`src/rtl/ex_bypass_sel.sv`:
```
module ex_bypass_sel #(
  parameter int XLEN   = 64,
  parameter int IDX_W  = 5
) (
  input  logic [IDX_W-1:0] src1_idx,
  input  logic [IDX_W-1:0] src2_idx,
  input  logic [IDX_W-1:0] mem_dst_idx,
  input  logic             mem_dst_we,
  input  logic [IDX_W-1:0] wb_dst_idx,
  input  logic             wb_dst_we,
  input  logic [XLEN-1:0]  rf_val_a,
  input  logic [XLEN-1:0]  rf_val_b,
  input  logic [XLEN-1:0]  mem_alu_val,
  input  logic [XLEN-1:0]  wb_val,
  output logic [1:0]       sel_a,
  output logic [1:0]       sel_b,
  output logic [XLEN-1:0]  opnd_a,
  output logic [XLEN-1:0]  opnd_b
);
  localparam logic [1:0] SEL_RF  = 2'b00;
  localparam logic [1:0] SEL_WB  = 2'b01;
  localparam logic [1:0] SEL_MEM = 2'b10;
  localparam logic [IDX_W-1:0] ZERO_IDX = '0;

  logic mem_live, wb_live;
  assign mem_live = mem_dst_we && (mem_dst_idx != ZERO_IDX);
  assign wb_live  = wb_dst_we  && (wb_dst_idx  != ZERO_IDX);

  function automatic logic [1:0] pick(input logic [IDX_W-1:0] src);
    if (mem_live && mem_dst_idx == src)     return SEL_MEM;
    else if (wb_live && wb_dst_idx == src)  return SEL_WB;
    else                                    return SEL_RF;
  endfunction

  function automatic logic [XLEN-1:0] route(input logic [1:0] sel,
                                            input logic [XLEN-1:0] rf);
    case (sel)
      SEL_MEM: return mem_alu_val;
      SEL_WB:  return wb_val;
      default: return rf;
    endcase
  endfunction

  assign sel_a  = pick(src1_idx);
  assign sel_b  = pick(src2_idx);
  assign opnd_a = route(sel_a, rf_val_a);
  assign opnd_b = route(sel_b, rf_val_b);
endmodule


```
`config.mk`:
```
export PLATFORM = sky130hd
export DESIGN_NAME = ex_bypass_sel
export DESIGN_NICKNAME = d
export VERILOG_FILES = /design/src/rtl/ex_bypass_sel.sv
export SDC_FILE = /design/constraint.sdc
export NUM_CORES = 1
export LEC_CHECK = 0
export ABC_CLOCK_PERIOD_IN_PS = 2500
export BUFFER_PORTS_ARGS = -buffer_cell sky130_fd_sc_hd__buf_2
export CAP_MARGIN = 15
export CELL_PAD_IN_SITES_DETAIL_PLACEMENT = 0
export CELL_PAD_IN_SITES_GLOBAL_PLACEMENT = 1
export CORE_AREA = 2 2 158 160
export DETAILED_ROUTE_END_ITERATION = 8
export DIE_AREA = 0 0 160 162
export PLACE_DENSITY = 0.69
export SYNTH_ARGS = -nofsm -noshare
export SYNTH_HDL_FRONTEND = slang
export SYNTH_SLANG_ARGS = --single-unit
```
`constraint.sdc`:
```
create_clock -name vclk -period 2.5
set_input_delay 0.5 -clock vclk [all_inputs]
set_output_delay 0.5 -clock vclk [all_outputs]
set_load 0.01 [all_outputs]
```
* After elaboration in Yosys (flattened, before gate mapping)
Index checks and enable logic that the tools add are counted.
** Operators by class
- Mux-type cells :: 6
- Eq/ne operators :: 8
- Reduce and logical (&&, ||, !) cells :: 8
** Operators with widths (count)
- $pmux W64 S2 :: 2
- $eq A5 B5 Y1 :: 4
- $reduce_bool A5 Y1 :: 2
- $logic_and A1 B1 Y1 :: 6
- $eq A2 B1 Y1 const B :: 2
- $eq A2 B2 Y1 const B :: 2
- $mux W2 :: 2
- $mux W1 :: 2
** Word-level totals
- Flip-flop bits (word level) :: 0
- Bits of input ports :: 278
- Word-level logic and storage cells :: 22

* Logic depth before layout (Yosys ltp)
- Depth in word-level cells :: 7
- Gate-level depth with buffers :: 6
- Mapped depth without buffers :: 5

* Worst setup path after synthesis
No wires, ideal clock.
- Path type :: input -> output
- From :: input mem_dst_idx[1]
- To :: output sel_a[0]
- Slack :: 0.107 ns
- Stages :: 6
- Data arrival time :: 1.893 ns
- Data required time :: 2.000 ns
- Path through :: or4_4 o211ai_2 or2_2 buf_4 inv_1 nor4_2
** Between the ends
- Longest elaborated chain between the ends :: 4
- Elaborated cells on any way between the ends :: 5
- Classes of those cells :: 1 x eq/ne; 1 x mux; 3 x reduce/logical
** RTL lines
- start, declared :: RTL line 7 : input logic [IDX_W-1:0] mem_dst_idx,
- $reduce_bool A5 Y1 :: RTL line 26 : assign mem_live = mem_dst_we && (mem_dst_idx != ZERO_IDX);
- $logic_and A1 B1 Y1 :: RTL line 26
- $logic_and A1 B1 Y1 (*) :: RTL line 30 : if (mem_live && mem_dst_idx == src) return SEL_MEM;
- $mux W2 (*) :: RTL line 30
- end, declared :: RTL line 15 : output logic [1:0] sel_a,
Mark *: on every way between the ends. The rest lies on a longest branch, timed or not.

* Worst setup path after layout
- From :: input mem_dst_idx[1]
- To :: output opnd_b[27]
** Between the ends
- Longest elaborated chain between the ends :: 6
- Elaborated cells on any way between the ends :: 8
- Classes of those cells :: 3 x eq/ne; 2 x mux; 3 x reduce/logical
** RTL lines
- $reduce_bool A5 Y1 :: RTL line 26
- $logic_and A1 B1 Y1 :: RTL line 26
- $logic_and A1 B1 Y1 (*) :: RTL line 30
- $mux W2 (*) :: RTL line 30
- $eq A2 B1 Y1 / $eq A2 B2 Y1 (equally long branches) :: RTL line 37 : case (sel)
- $pmux W64 S2 (*) :: RTL line 37
- end, declared :: RTL line 18 : output logic [XLEN-1:0] opnd_b
Marks and branches as above.

==> impl_metrics.env <==
export IMPL_fin_crit_sh_pct=113
export IMPL_antenna_found_initial=3
export IMPL_irDropWorstVdd_mv=0.128
export IMPL_port_buffers=410
export IMPL_hold_viol_final=0
export IMPL_post_drt_via_cell_ratio=6.01
export IMPL_route_detailed_wl_per_inst_um=24.6
export IMPL_critPathRequiredTime_ns=2.00
export IMPL_syn_nets=954
export IMPL_maxCapViolations=0
export IMPL_slew_violations=0
export IMPL_dp_cells=1427
export IMPL_row_count=57
export IMPL_hold_path_class="primary input to primary output"
export IMPL_grt_pass1_vias=8640
export IMPL_die_w_um=160
export IMPL_crit_type="primary input to primary output"
export IMPL_period_minus_slack_ns=2.82
export IMPL_wl_um=36500
export IMPL_core_um2=24100
export IMPL_synth_area_um2=4100
export IMPL_seq_cells=0
export IMPL_relSlewSlack_pct=64.2
export IMPL_yosysUniqueCellTypes=21
export IMPL_avgSynthCellArea_um2=6.06
export IMPL_num_vias=8942
export IMPL_timing_fmax_mhz=355
export IMPL_crit_path_start_kind="primary input"
export IMPL_worst_slew_pin_slew_ns=0.533
export IMPL_path_max_fanout=6
export IMPL_setup_tns_ns=-27.71
export IMPL_violations="setup timing"
export IMPL_power_density_nw_per_um2=221
export IMPL_final_cell_count_no_fill=1488
export IMPL_boundaryPins=410
export IMPL_start_util_pct=17.0
export IMPL_outcome="finished with violations"
export IMPL_drt_pass1_iter_count=9
export IMPL_drive_gt1_share_pct=61.4
export IMPL_dpl_hpwl_um=24400
export IMPL_nFillCells=2563
export IMPL_p_leak_nw=3.80
export IMPL_synthCells=676
export IMPL_cts_hold_buf=0
export IMPL_die_h_um=162
export IMPL_grt_overflow=0
export IMPL_setup_viol=132
export IMPL_drc=0
export IMPL_drtIter0Drc=1303
export IMPL_grt_use_total_pct=24.6
export IMPL_setup_ws_ns=-0.317
export IMPL_areaGrowthSynthToFinish_pct=136
export IMPL_clock_buffers=0
export IMPL_cp_end_kind="primary output"
export IMPL_nets=1442
export IMPL_grt_pass1_wl_um=50700
export IMPL_postRouteAntennaNets=0
export IMPL_grt_max_degree=43
export IMPL_seq_area_um2=0
export IMPL_ys_warn_count=0
export IMPL_synth_seq_area_share_pct=0
export IMPL_grt_setup_unrepaired="true"
export IMPL_die_area_um2=25900
export IMPL_worstPathArrival_ns=2.32
export IMPL_gp_congestion=0.954
[critical path, stage by stage]
cell      delay, ns
buf_6          0.09
or4_4          0.57
o211ai_4       0.29
buf_8          0.16
buf_12         0.14
buf_6          0.10
nor3_2         0.03
a31oi_1        0.23
buf_2          0.18
[logic make-up after synthesis]
kind of cell | share of synthesized area, %
AND/OR/NAND/NOR | 38.3
XOR/XNOR | 4.28
buffers and inverters | 13.4
AO/OA/AOI/OAI | 44.0
[final timing paths]
| path | startpoint | to | slack, ns | depth (start not counted) |
|---|---|---|---|---|
| max | mem_dst_idx[1] | opnd_b[27] | -0.32 | 9 |
| min | rf_val_a[22] | opnd_a[22] | 1.35 | 4 |
[where the power goes]
group / internal [W] / switching, W
Combinational: 0.000960 / 0.00118
Sequential: 0 / 0
Clock: 0.000000000107 / 0
[synthesized netlist by cell type]
cell      instances  area (µm²)
clkbuf_1         48         180
buf_6             1        11.3
xnor2_1          10        87.6
a31oi_1         128         801
o21ai_2           1        8.76
buf_4             8        60.1
o21a_1            1        7.51
o211ai_2          2        25.0
nor3_2            2        20.0
buf_1            27         101
nor2_1            2        7.51
buf_2            38         190
or4_4             2        22.5
or3_1             2        12.5
nor4_2            2        25.0
nand4_1         130         813
nor3_1          128         641
inv_1             2        7.51
or2_2             4        25.0
xor2_1           10        87.6
o31ai_1         128         961
[layout by cell type (no fill, tap or decap), types with 13 or more instances in the layout]
| master | instances |
|---|---|
| a31oi_1 | 103 |
| a31oi_4 | 19 |
| buf_12 | 46 |
| buf_16 | 14 |
| buf_2 | 390 |
| buf_4 | 95 |
| buf_6 | 45 |
| buf_8 | 13 |
| nand4_1 | 130 |
| nor3_1 | 118 |
| o31ai_1 | 78 |
| o31ai_2 | 31 |
| o31ai_4 | 19 |
[final cells by class]
| cell class | count | area (µm²) | share of cell area [%] |
|---|---|---|---|
| Multi-Input combinational cell | 552 | 4440 | 45.9 |
| Timing Repair Buffer | 608 | 4810 | 49.7 |
| Inverter | 2 | 12.5 | 0.129 |
| Antenna cell | 2 | 5.00 | 0.0518 |
| Tap cell | 324 | 405 | 4.19 |
[metrics by stage]
stage / cell area (µm²) / hold slack (ns) / util, % / total power (W) / worst slack [ns]
finish: 9660 / 1.35 / 40.1 / 0.00214 / -0.317
floorplan: 4100 / 1.16 / - / 0.000677 / 0.107
global placement: 7530 / 1.36 / 31.2 / 0.00166 / -0.362
global route: 9660 / 1.37 / 40.1 / 0.00222 / -0.360
CTS: 8700 / 1.36 / 36.1 / 0.00189 / -0.285
detailed placement: 7530 / 1.36 / 31.2 / 0.00165 / -0.329
[metal layers]
layer | GRT usage [%] | share of wire, % | up-vias
met4 | 8.64 | 3.7 | 2
met2 | 41.4 | 47 | 785
met1 | 31.3 | 39 | 4170
li1 | - | - | 3840
met5 | 0 | 0.030 | -
met3 | 4.72 | 10 | 145
[timing repair]
action	4_1_cts	5_1_grt
buffers inserted	29	18
setup endpoints to repair	132	132
cloned	16	4
gates resized for setup	93	132
pin swaps	57	66
Power figures use the tool's default switching activity.
